### src/rtl/uart_tx_pkg.sv
package uart_tx_pkg;

    typedef enum logic [2:0] {
        ST_IDLE   = 3'd0,
        ST_START  = 3'd1,
        ST_DATA   = 3'd2,
        ST_PARITY = 3'd3,
        ST_STOP   = 3'd4
    } tx_state_e;

    localparam logic [2:0] PM_NONE = 3'd0;
    localparam logic [2:0] PM_EVEN = 3'd1;
    localparam logic [2:0] PM_ODD  = 3'd2;
    localparam logic [2:0] PM_ZERO = 3'd3;
    localparam logic [2:0] PM_ONE  = 3'd4;

    function automatic logic parity_on(input logic [2:0] mode);
        return (mode == PM_EVEN) || (mode == PM_ODD) ||
               (mode == PM_ZERO) || (mode == PM_ONE);
    endfunction

    // The parity bit for a given data word; 1 when parity is off, so the
    // slot merges with the stop time.
    function automatic logic parity_value(input logic [2:0] mode, input logic data_xor);
        logic v;
        unique case (mode)
            PM_EVEN: v = data_xor;
            PM_ODD:  v = ~data_xor;
            PM_ZERO: v = 1'b0;
            PM_ONE:  v = 1'b1;
            default: v = 1'b1;
        endcase
        return v;
    endfunction

endpackage

### src/rtl/uart_tx_tickcnt.sv
module uart_tx_tickcnt #(
    parameter int CW = 6
) (
    input  logic          clk,
    input  logic          rst,
    input  logic          clear,
    input  logic          run,
    input  logic          tick,
    input  logic [CW-1:0] limit,
    output logic          bit_done
);
    logic [CW-1:0] cnt;
    logic          at_end;

    assign at_end   = (cnt == limit - CW'(1));
    assign bit_done = run && tick && at_end;

    always_ff @(posedge clk) begin
        if (rst || clear) begin
            cnt <= '0;
        end else if (run && tick) begin
            if (at_end) cnt <= '0;
            else        cnt <= cnt + CW'(1);
        end
    end
endmodule

### src/rtl/uart_tx_piso.sv
module uart_tx_piso #(
    parameter int W = 10
) (
    input  logic         clk,
    input  logic         rst,
    input  logic         load,
    input  logic [W-1:0] load_val,
    input  logic         shift,
    output logic         line
);
    logic [W-1:0] sr;

    assign line = sr[0];

    always_ff @(posedge clk) begin
        if (rst) begin
            sr <= '1;
        end else if (load) begin
            sr <= load_val;
        end else if (shift) begin
            sr <= {1'b1, sr[W-1:1]};
        end
    end
endmodule

### src/rtl/uart_frame_tx.sv
module uart_frame_tx
    import uart_tx_pkg::*;
#(
    parameter int DATA_BITS = 8,
    parameter int OVS       = 16
) (
    input  logic                 clk,
    input  logic                 rst,
    input  logic                 tick16,
    input  logic [DATA_BITS-1:0] wdata,
    input  logic                 send,
    input  logic [2:0]           par_mode,
    input  logic [1:0]           stop_len,
    output logic                 tx,
    output logic                 finished
);
    localparam int SW = DATA_BITS + 2;
    localparam int CW = $clog2(2 * OVS + 1);
    localparam int BW = (DATA_BITS > 1) ? $clog2(DATA_BITS) : 1;

    tx_state_e     state, state_n;
    logic          finished_q;
    logic          par_en_q;
    logic [1:0]    stop_q;
    logic [BW-1:0] bit_idx;
    logic [CW-1:0] limit;
    logic          accept;
    logic          bit_done;
    logic          shift;
    logic          par_bit;
    logic [SW-1:0] frame;

    assign accept   = send && finished_q;
    assign finished = finished_q;

    // Start bit in the LSB; the top slot holds parity or an early stop 1.
    assign par_bit = parity_value(par_mode, ^wdata);
    assign frame   = {par_bit, wdata, 1'b0};

    always_comb begin
        if (state == ST_STOP) begin
            unique case (stop_q)
                2'd0:    limit = CW'(OVS);
                2'd1:    limit = CW'(OVS + OVS / 2);
                default: limit = CW'(2 * OVS);
            endcase
        end else begin
            limit = CW'(OVS);
        end
    end

    assign shift = bit_done &&
                   ((state == ST_START) || (state == ST_DATA) || (state == ST_PARITY));

    uart_tx_tickcnt #(.CW(CW)) u_tick (
        .clk      (clk),
        .rst      (rst),
        .clear    (accept),
        .run      (state != ST_IDLE),
        .tick     (tick16),
        .limit    (limit),
        .bit_done (bit_done)
    );

    uart_tx_piso #(.W(SW)) u_sr (
        .clk      (clk),
        .rst      (rst),
        .load     (accept),
        .load_val (frame),
        .shift    (shift),
        .line     (tx)
    );

    // Next-state logic
    always_comb begin
        state_n = state;
        unique case (state)
            ST_IDLE:   if (accept)   state_n = ST_START;
            ST_START:  if (bit_done) state_n = ST_DATA;
            ST_DATA:   if (bit_done && bit_idx == BW'(DATA_BITS - 1))
                           state_n = par_en_q ? ST_PARITY : ST_STOP;
            ST_PARITY: if (bit_done) state_n = ST_STOP;
            ST_STOP:   if (bit_done) state_n = ST_IDLE;
            default:   state_n = ST_IDLE;
        endcase
    end

    // State register and frame settings
    always_ff @(posedge clk) begin
        if (rst) begin
            state    <= ST_IDLE;
            par_en_q <= 1'b0;
            stop_q   <= 2'd0;
            bit_idx  <= '0;
        end else begin
            state <= state_n;
            if (accept) begin
                par_en_q <= parity_on(par_mode);
                stop_q   <= stop_len;
                bit_idx  <= '0;
            end else if (state == ST_DATA && bit_done) begin
                bit_idx  <= bit_idx + BW'(1);
            end
        end
    end

    // Output register
    always_ff @(posedge clk) begin
        if (rst) begin
            finished_q <= 1'b1;
        end else if (accept) begin
            finished_q <= 1'b0;
        end else if (state == ST_STOP && bit_done) begin
            finished_q <= 1'b1;
        end
    end
endmodule

### config.mk
export PLATFORM = sky130hd
export DESIGN_NAME = uart_frame_tx
export DESIGN_NICKNAME = d
export VERILOG_FILES = /design/src/rtl/uart_tx_pkg.sv /design/src/rtl/uart_tx_tickcnt.sv /design/src/rtl/uart_tx_piso.sv /design/src/rtl/uart_frame_tx.sv
export SDC_FILE = /design/constraint.sdc
export NUM_CORES = 1
export LEC_CHECK = 0
export CORE_ASPECT_RATIO = 0.9
export CORE_MARGIN = 10
export CORE_UTILIZATION = 45
export DETAILED_ROUTE_END_ITERATION = 10
export PLACE_DENSITY = 0.69
export SYNTH_ARGS = -nofsm -noshare
export SYNTH_HDL_FRONTEND = slang
export SYNTH_SLANG_ARGS = --single-unit
### constraint.sdc
create_clock -name clk -period 7.1 [get_ports clk]
set_input_delay 0.71 -clock clk [delete_from_list [all_inputs] [get_ports clk]]
set_output_delay 0.71 -clock clk [all_outputs]
set_load 0.02 [all_outputs]
==> Word-level counts from Yosys, hierarchy flattened <==
Index checks and enable logic that the tools add are counted.
{ "word_totals": {"input_bits": 17, "register_bits": 26, "out_inout_bits": 2, "wordCells": 63} }
{ "classes": {"n_addsub": 3, "n_mux": 15, "n_eq_ne": 16, "bitwise": 1, "reduce_logical": 21} }
{ "op_table": {"columns": ["op", "count"], "rows": [
  ["$mux 10", 2],
  ["$mux 3", 6],
  ["$pmux 3 s5", 1],
  ["$eq 3x2->1 const B", 4],
  ["$mux 6", 2],
  ["$pmux 6 s2", 1],
  ["$eq 3x3->1 const B", 3],
  ["$reduce_xor 8->1", 1],
  ["$logic_and 1x1->1", 7],
  ["$add 6x1->6 const B", 1],
  ["$eq 3x1->1 const B", 2],
  ["$eq 6x6->1", 1],
  ["$logic_or 1x1->1", 6],
  ["$ne 2x2->1 const B", 3],
  ["$sub 6x1->6 const B", 1],
  ["$reduce_and 5->1", 1],
  ["$ne 2x1->1 const B", 2],
  ["$reduce_bool 2->1", 2],
  ["$add 3x1->3 const B", 1],
  ["$logic_not 3->1", 1],
  ["$pmux 1 s3", 1],
  ["$reduce_bool 3->1", 1],
  ["$eq 2x1->1 const B", 1],
  ["$logic_not 2->1", 1],
  ["3 further kinds", 4]
]} }

==> Longest topological paths before layout <==
Gate-level depths: netlist (run 1).
{ "depth": {"ltp_word": 9, "mapped_depth": 10, "ltp_nobuf": 8} }

==> Modules after synthesis <==
A second synthesis (run 1) with hierarchy kept.
{ "unflattened": {"cells_unflattened": 160, "area_unflattened_um2": 1463.9} }
{ "modules_own_cells": {"columns": ["mod", "area_each_um2", "cells_each", "n_inst"], "rows": [
  ["uart_frame_tx", 571.8, 65, 1],
  ["uart_tx_piso", 449.2, 44, 1],
  ["uart_tx_tickcnt", 442.9, 51, 1]
]} }

==> Worst setup path before layout (run 1) <==
OpenSTA, ideal clock, no wires.
{ "synth_timing": {"kind": "flip-flop to flip-flop", "from": "register state[0]", "to": "register u_sr.sr[0]", "path_stages_with_launch": 11, "arrival_ns": 2.278, "period_less_slack_ns": 2.406, "slack_ns": 4.694, "n_path_buf": 2, "path_cell_list": "dfxtp_1 > buf_6 > or3b_4 > nor2_1 > ha_1 > xnor2_1 > nand4_1 > nor4b_1 > buf_2 > mux2i_1 > o21bai_1"} }
{ "synth_via": {"elab_chain_cells": 7, "word_cells_on_any_way": 14} }
{ "synth_rtl": {"columns": ["element", "line", "rtl"], "rows": [
  ["start: declaration", "uart_frame_tx.sv:21", "tx_state_e state, state_n;"],
  ["start signal: assignment", "uart_frame_tx.sv:96", "state <= state_n;"],
  ["$eq 3x3->1", "uart_frame_tx.sv:41", "if (state == ST_STOP) begin"],
  ["$mux 6", "uart_frame_tx.sv:41", null],
  ["$sub 6x1->6", "uart_tx_tickcnt.sv:15", "assign at_end = (cnt == limit - CW'(1));"],
  ["$eq 6x6->1", "uart_tx_tickcnt.sv:15", null],
  ["$logic_and 1x1->1", "uart_tx_tickcnt.sv:16", "assign bit_done = run && tick && at_end;"],
  ["$logic_and 1x1->1 *", "uart_frame_tx.sv:52", "assign shift = bit_done &&"],
  ["$reduce_bool 2->1 (no source line) *", null, null],
  ["end signal: assignment", "uart_tx_piso.sv:19", "sr <= load_val;"],
  ["end signal: assignment", "uart_tx_piso.sv:21", "sr <= {1'b1, sr[W-1:1]};"],
  ["end: declaration", "uart_tx_piso.sv:11", "logic [W-1:0] sr;"]
]} }
Mark *: on every way between the ends. The rest lies on a longest branch, timed or not.
A chain may end at the register's enable or synchronous reset.

==> Final worst setup path (run 1) <==
{ "layout_timing": {"from": "register state[2]", "to": "register u_sr.sr[3]"} }
Same word-level chain as after synthesis.

==> run summary, run 1 <==
The tools report the number of levels the H-tree was split into as 1. Yosys printed 0 warnings. Wire segments on met3 add up to 98 um in the final route. The detail route stage leaves a number of antenna-violating nets equal to 0. For the pin with the worst max-slew slack, the measured transition is 1030 ps. TritonCTS built the clock tree. Setup repair after global routing left no endpoint under its margin. The clock period could shrink to 2630 ps. Once the clock tree was built, the setup fixing pass inserted 0 buffers. The logs give 1370 um for the routed length on met2 and 67.8 uW for the net switching component of the power. Dividing the detail-routed via count by the number of cells gives 5.45. Overall power consumption after layout is estimated at 274 uW.

For this run, the detailed router's first-pass iteration total came to 4. Number of standard-cell rows in the floorplan: 18. For this run, the top clock speed supported by timing is 0.381 GHz. Counting every instance in the synthesized netlist gives 147.

The first global-routing pass estimated 5030 um of wire. The run gives 0.269 as the part of the total power dissipated in the clock network. The final layout contains 182 nets.

The maximum clock skew at final layout was 1.80 ps; the static leakage power was 0.000555 uW. The worst max-slew margin expressed relative to the limit was 0.309. Width of the chip: 78.2 um.

Power spread over the standard cell area amounts to 171 nW/um^2. The initial standard-cell utilization of the core is 0.484, and the number of maximum-capacitance constraint violations is 0. The repair_antennas step left the layout with diodes totalling 0.

Highest metal layer used by the detailed router: met4. The total of buffers placed on input and output ports came out at 18. The tools report the max-slew violation count as 0. The half-perimeter wire length of the detailed placement result came out at 2090 um. The area added between synthesis and finish was 16.4%. For the worst-skew pair, the clock arrives at the later sink with an insertion delay of 310 ps. The run gives 0 as the total setup violations reported at the end of the flow. The overall die area came out at 5660 um^2. The combinational fraction of design power was 0.161; the number of design rule violations left after detail routing was 0.

The mean instance size in the synthesized netlist was 9.34 um^2. Adding up every negative setup slack in the final design gives 0 ps. Of all nets on the critical path, the largest fanout is 11. Summing all flip-flop and latch instances after layout gives 520 um^2. The flip-flop and latch count after synthesis is 26, and the clock transition at the register clock pins on the worst setup and hold paths after CTS is 130 ps.

CTS placed an instance of clkbuf_4 at the clock tree root. The part of the power in registers is 0.570, and the TritonCTS sink count is 26. The library cell used most frequently in the layout, excluding fill and tap cells, is dfxtp_1. The worst setup path is captured at a flop. Once layout is complete, the cells apart from fillers number 200. The combined global-route utilization of all metal layers is 0.106. Counting along the longest clock path gives a buffer depth of 2. In the layout the commonest cells are dfxtp_1 (26), clkdlybuf4s50_1 (18), nand2_1 (13), mux2i_1 (13), xnor2_1 (12). The via count of the first global-routing pass is 1088. In this run, placement finished with an instance count of 196.

The min-delay analysis places its worst path in the category reg2reg. Entering global routing, the biggest net connects 31 pins. Number of antenna violations at the first check in global routing: 0. The switching share of total power came out at 0.247. The share of cells above drive strength 1 came out at 0.0688. The tightest hold path in the finished design has a slack of 475 ps. Across the VDD grid, the largest voltage drop is 0.000116 V. The netlist uses 40 different library cells. The routed wire length per instance came out at 14.4 um. The final clock period utilization by the worst path works out to 0.370. The wire length on met1 is 1390 um. After detailed routing, the total wire length is 2870 um. The synthesized net count came out at 168. The final RePlAce weighted congestion came out at 0.794. In this run, post-CTS repair resized a total of 0 instances. For the number of top-level pins, the log shows 19. The worst setup path is launched from a flop. The placeable core region is 2840 um^2, and the number of buffers created by CTS is 3.

At the worst endpoint, the arrival time is 2900 ps. The tools report the post-cts hold buffer count as 0. For the required arrival time at the worst endpoint, the log shows 7370 ps. The kind of critical path was reg2reg. The area of combinational cells with multiple inputs was 800 um^2. The die is 72.4 um tall.

Cell internal power was estimated by the tool at 206 uW. The final hold violation count is 0. The logs give 265 for the number of fill cells and 0 for the total congestion overflow. In this run, the number of DRC markers left after iteration 0 of detailed routing was 45.

The routed layout has 1090 vias. The synthesized area is 1370 um^2. The flow ran to the end, and the final reports show no timing, DRC or antenna violations. The sequential fraction of the synthesis area is 0.379.
## power by group through the flow
stage	combinational (uW)	sequential, uW	clock [uW]
after floorplan	27.9	159	0
after global placement	42.9	159	0
after detailed placement	44.5	159	0
after CTS	44.8	156	76.3
after global routing	48.7	157	82.0
final	44.2	156	73.6
## cell families after synthesis
family	after synthesis	share of synthesized area
xor gates and xnor gates	14	0.0893
adders and majority gates	4	0.0365
AOI/OAI and AO/OA	26	0.150
and+or+nand+nor	53	0.207
buffers and inverters	11	0.0428
muxes	13	0.0948
DFF	26	0.379
## registers in the layout, indices dropped and copies added (netlist names)
signal and count:
bit_idx 3, finished 1, state 3, u_sr.sr 10, u_tick.cnt 6, stop_q 2
par_en_q 1
## cell usage after synthesis
cell type | n | area [um^2]
mux2i_1 | 13 | 130
a2111oi_1 | 1 | 10.0
o311a_1 | 1 | 10.0
a21oi_1 | 5 | 25.0
nor4b_1 | 1 | 8.76
nor4_1 | 1 | 6.26
or3b_4 | 1 | 11.3
a41oi_1 | 1 | 8.76
or2_2 | 1 | 6.26
a211oi_1 | 1 | 7.51
buf_2 | 2 | 10.0
nand2_1 | 13 | 48.8
and4b_1 | 1 | 10.0
o21bai_1 | 3 | 22.5
nor3_1 | 11 | 55.1
a31o_2 | 1 | 8.76
ha_1 | 4 | 50.1
and4_1 | 1 | 8.76
buf_6 | 2 | 22.5
nand4_1 | 1 | 6.26
o21ai_0 | 2 | 10.0
xor2_1 | 2 | 17.5
nor2_1 | 8 | 30.0
and3_1 | 1 | 6.26
nand3_1 | 3 | 15.0
clkbuf_1 | 5 | 18.8
xnor2_1 | 12 | 105
nand2b_1 | 3 | 18.8
dfxtp_1 | 26 | 521
buf_1 | 1 | 3.75
a21oi_4 | 1 | 16.3
or3_1 | 2 | 12.5
inv_1 | 1 | 3.75
or3_4 | 1 | 11.3
nor3b_1 | 2 | 15.0
o41a_1 | 1 | 11.3
or2b_1 | 1 | 7.51
a31oi_1 | 1 | 6.26
o31a_1 | 8 | 70.1
and2_1 | 1 | 6.26
## final timing paths
path | startpoint | to | slack [ps] | cells after the start
max | state[2]$_SDFFE_PP0P_ | u_sr.sr[3]$_SDFFE_PP1P_ | 4470 | 9
min reg2reg | bit_idx[1]$_SDFFE_PP0P_ | bit_idx[1]$_SDFFE_PP0P_ | 480 | 2
min | bit_idx[1]$_SDFFE_PP0P_ | bit_idx[1]$_SDFFE_PP0P_ | 480 | 2
max reg2reg | state[2]$_SDFFE_PP0P_ | u_sr.sr[3]$_SDFFE_PP1P_ | 4470 | 9
## final cells by class
cell class,instances,share of cell area
inverters,1,0.00235
well taps,40,0.0313
flip-flops and latches,26,0.326
clock buffers,4,0.0227
multi-input cells,110,0.500
repair buffers,19,0.117
## stage by stage
stage / cell area [um^2] / setup WS (ps) / utilization
4_1_cts: 1600 / 4470 / 0.563
3_3_place_gp: 1560 / 4520 / 0.550
5_1_grt: 1600 / 4220 / 0.563
6_report: 1600 / 4470 / 0.563
3_5_place_dp: 1560 / 4460 / 0.550
2_1_floorplan: 1370 / 4690 / -
## per-layer routing
metal,GRT usage,up-vias
met3,0.0369,2
met1,0.137,519
met2,0.171,12
met4,0.0119,0
li1,-,557
met5,0,-
## critical path, cell delays in order (launching register included)
cell,delay (ps)
dfxtp_1,560
or3b_4,450
nor2_1,120
ha_1,240
xnor2_1,140
nand4_1,190
nor4b_2,250
buf_4,250
mux2i_1,230
o31a_1,150
(Power assumes the default switching activity.)
==> run 2, diff against run 1 <==
Clock period 7.1 ns to 2.75 ns, I/O delays scaled along.
==> run 2 against run 1 <==
Effect of this change: register-to-register slack got worse by 4200 ps; flip-flop and latch count did not move; clock power rose to 3.5 times the previous value; sequential power rose to 2.6 times the previous value; first-iteration DRC count fell by 33%; via count fell by 0.73%; die area did not move; global-route usage fell by 0.43 points; clock skew rose by 13 ps; critical endpoint is now u_sr.sr[5]$_SDFFE_PP1P_; largest cell class unchanged.
==> run summary, run 2 (synthesis results as in run 1) <==
The final hold violation count is 0 (unchanged). Largest stage delay on the critical path: 440 ps (-120 ps). The library cells used most frequently in the layout, excluding fill and tap cells, are dfxtp_1 (26), clkdlybuf4s50_1 (18), nand2_1 (13), mux2i_1 (13), xnor2_1 (12). For the number of buffers created by CTS, the log shows 3 (unchanged). The number of optimization iterations in the first detailed-route pass is 4 (unchanged), and the clock transition at the register clock pins on the worst setup and hold paths after CTS is 130 ps (about the same).

The run gives 2840 um^2 (unchanged) as the placeable core region. Register name with the most flops: u_sr.sr. The run gives 15.0 ps (+13.2 ps) as the maximum clock skew at final layout. The setup path with the least slack is of type reg2reg. The power density over the cells works out to 478 nW/um^2 (+180%). Number of maximum-capacitance constraint violations: 0 (unchanged). The run gives 2 (unchanged) as the worst-case clock buffer depth. The tools report the kind of launch point of the worst setup path as a flop. The y dimension of the die came out at 72.4 um (unchanged).

The buffer cell driving the clock tree root was clkbuf_4. The tools report the number of buffers inserted by post-CTS setup repair as 0 (unchanged). The tools report the worst hold slack across all endpoints as 479 ps (+3.36 ps). The tools report the overall die area as 5660 um^2 (unchanged). Area added between synthesis and finish: 18.7%. The number of standard-cell rows in the floorplan is 18 (unchanged), and the length of routed met3 wiring is 88 um (-10%). The total setup violations reported at the end of the flow came out at 0 (unchanged). The width of the chip was 78.2 um (unchanged).

The number of buffer and inverter stages on the critical path came out at 1 (unchanged). The logs give 0 ps (unchanged) for the final total negative setup slack and 198 (+1.0%) for the number of placed cells counting well taps. The tools report the net switching component of the power as 179 uW (+160%). For the TritonCTS sink count, the log shows 26 (unchanged).

For the internal power, the log shows 600 uW (+190%). The half-perimeter wire length of the detailed placement result was 2150 um (+2.7%). The dominant delay contributor by cell family on the critical path was simple AND/OR/NAND/NOR gates.

The part of the total power dissipated in the clock network is 0.336 (+0.067). The final RePlAce weighted congestion is 0.759 (-4.4%), and the clock insertion delay at the later pin of the skew report is 330 ps (+20 ps). The via count of the first global-routing pass is 1047 (-3.8%), and the minimum period implied by the final worst setup slack is 2480 ps (-144 ps). The combined global-route utilization of all metal layers was 0.102 (-0.00429); the data arrival time of the critical path was 2750 ps (-150 ps).

The routed wire length per instance works out to 14.1 um (-2.1%). Most common cell after layout, fill and taps aside: dfxtp_1. The routed via count divided by cell count was 5.36 (-1.7%); the switching share of total power was 0.230 (-0.0176). The launching point of the worst reg2reg path is state[0]$_SDFFE_PP0P_. The run gives 3020 ps (-4350 ps) as the required arrival time at the worst endpoint. For the part of the power in registers, the log shows 0.517 (-0.053). The post-cts hold buffer count was 0 (unchanged). The largest net degree at the start of global routing is 21 (-32%).

The via count of the routed design is 1082 (-0.73%). The tools report the static leakage power as 0.000572 uW (+3.1%). TritonCTS built the clock tree.

The total of buffers placed on input and output ports is 18 (unchanged). The run finished with clean final reports. The number of top-level pins is 19 (unchanged), and the total congestion overflow is 0 (unchanged).

The violation count after the first detailed-routing iteration was 30 (-33%). For the number of design rule violations left after detail routing, the log shows 0 (unchanged). The path class of the tightest hold or removal check is reg2reg. The library cell contributing the largest single delay on the critical path is or3b_4.

The critical path starts at state[0]$_SDFFE_PP0P_. Walking the worst path, the cells encountered are or3b_4 > nor2_1 > ha_1 > xnor2_1 > nand4_1 > nor4b_2 > buf_4 > mux2i_1 > o31a_1. The tools report the max-slew violation count as 0 (unchanged). The logs give 0.574 (+0.0110) for the core utilization of the finished layout and 2840 um (-1.1%) for the total length of routed wires. The slew at the pin with the worst max-slew slack is 693 ps (-341 ps), and the combinational fraction of design power is 0.147 (-0.014). The remaining antenna violation count came out at 0 (unchanged). The tools report the number of gates given a new drive strength after cts as 0 (unchanged). The wire length of the first global-routing pass was 4840 um (-3.7%). The non-filler instance count after layout was 202 (+1.0%); the flip-flop count of the largest register after layout was 10 (unchanged). The routed length on met2 came out at 1330 um (-2.9%). The worst setup path is captured at a flop.

The final clock period utilization by the worst path was 0.903 (+0.533); the biggest fanout along the worst timing path was 11 (unchanged). The tools report the wire length on met1 as 1410 um (+1.2%). In the final layout, the registers with the most flip-flops are u_sr.sr x10, u_tick.cnt x6. Setup repair after global routing left no endpoint under its margin. Largest voltage drop on the vdd net: 0.000555 V (+380%).

The maximum achievable frequency came out at 0.403 GHz (+5.8%). The initial standard-cell utilization of the core came out at 0.484 (unchanged). The share of cells above drive strength 1 works out to 0.0802 (+0.0115).

For the worst max-slew margin expressed relative to the limit, the log shows 0.538 (+0.229). The run gives 184 (+1.1%) as the number of nets in the layout. After detailed routing, no signal wire sits above met4. The number of levels the H-tree was split into came out at 1 (unchanged). In this run the most critical hold path is launched from bit_idx[1]$_SDFFE_PP0P_. For the antenna diode instance count, the log shows 0 (unchanged). The number of antenna violations at the first check in global routing is 0 (unchanged).
run 2: changes by cell type in the layout (fill, tap and decap cells not counted):
cell       previous run  this run
buf_4                 1         3
clkbuf_8              1         0
bufinv_16             0         1
run 2: cell type report:
type	instances	area, um^2
clock buffer	3	22.5
clock inverter	1	30.0
fill	275	1210
inverter	1	3.75
multi-input combinational	110	800
sequential	26	520
tap	40	50.0
timing repair buffer	21	203
run 2: metrics by stage:
| step | total power [uW] | worst slack (ps) | cell area, um^2 |
|---|---|---|---|
| CTS | 790 | 259 | 1630 |
| global placement | 522 | 377 | 1580 |
| detailed placement | 526 | 299 | 1580 |
| global route | 814 | 82.5 | 1630 |
| floorplan | 482 | 344 | 1370 |
| finish | 779 | 268 | 1630 |
run 2: final timing paths:
check	end	slack [ps]	depth (start not counted)
min	bit_idx[1]$_SDFFE_PP0P_	480	2
max	u_sr.sr[5]$_SDFFE_PP1P_	270	9
max reg2reg	u_sr.sr[5]$_SDFFE_PP1P_	270	9
min reg2reg	bit_idx[1]$_SDFFE_PP0P_	480	2
run 2: per-layer routing:
layer  vias up  GRT usage
met5         -          0
met4         0     0.0199
met3         2     0.0369
met2        13      0.164
met1       507      0.128
li1        560          -
run 2: worst reg2reg max path, cell delays in order (launching register included):
cell     delay, ps
dfxtp_1        420
or3b_4         440
nor2_1         120
ha_1           250
xnor2_1        140
nand4_1        190
nor4b_2        270
buf_4          250
mux2i_1        220
o31a_1         150
run 2: power by group through the flow:
stage	sequential, uW	clock, uW	combinational [uW]
global route	404	285	125
finish	402	261	115
floorplan	410	0	72.0
global placement	410	0	112
CTS	403	272	116
detailed placement	411	0	115
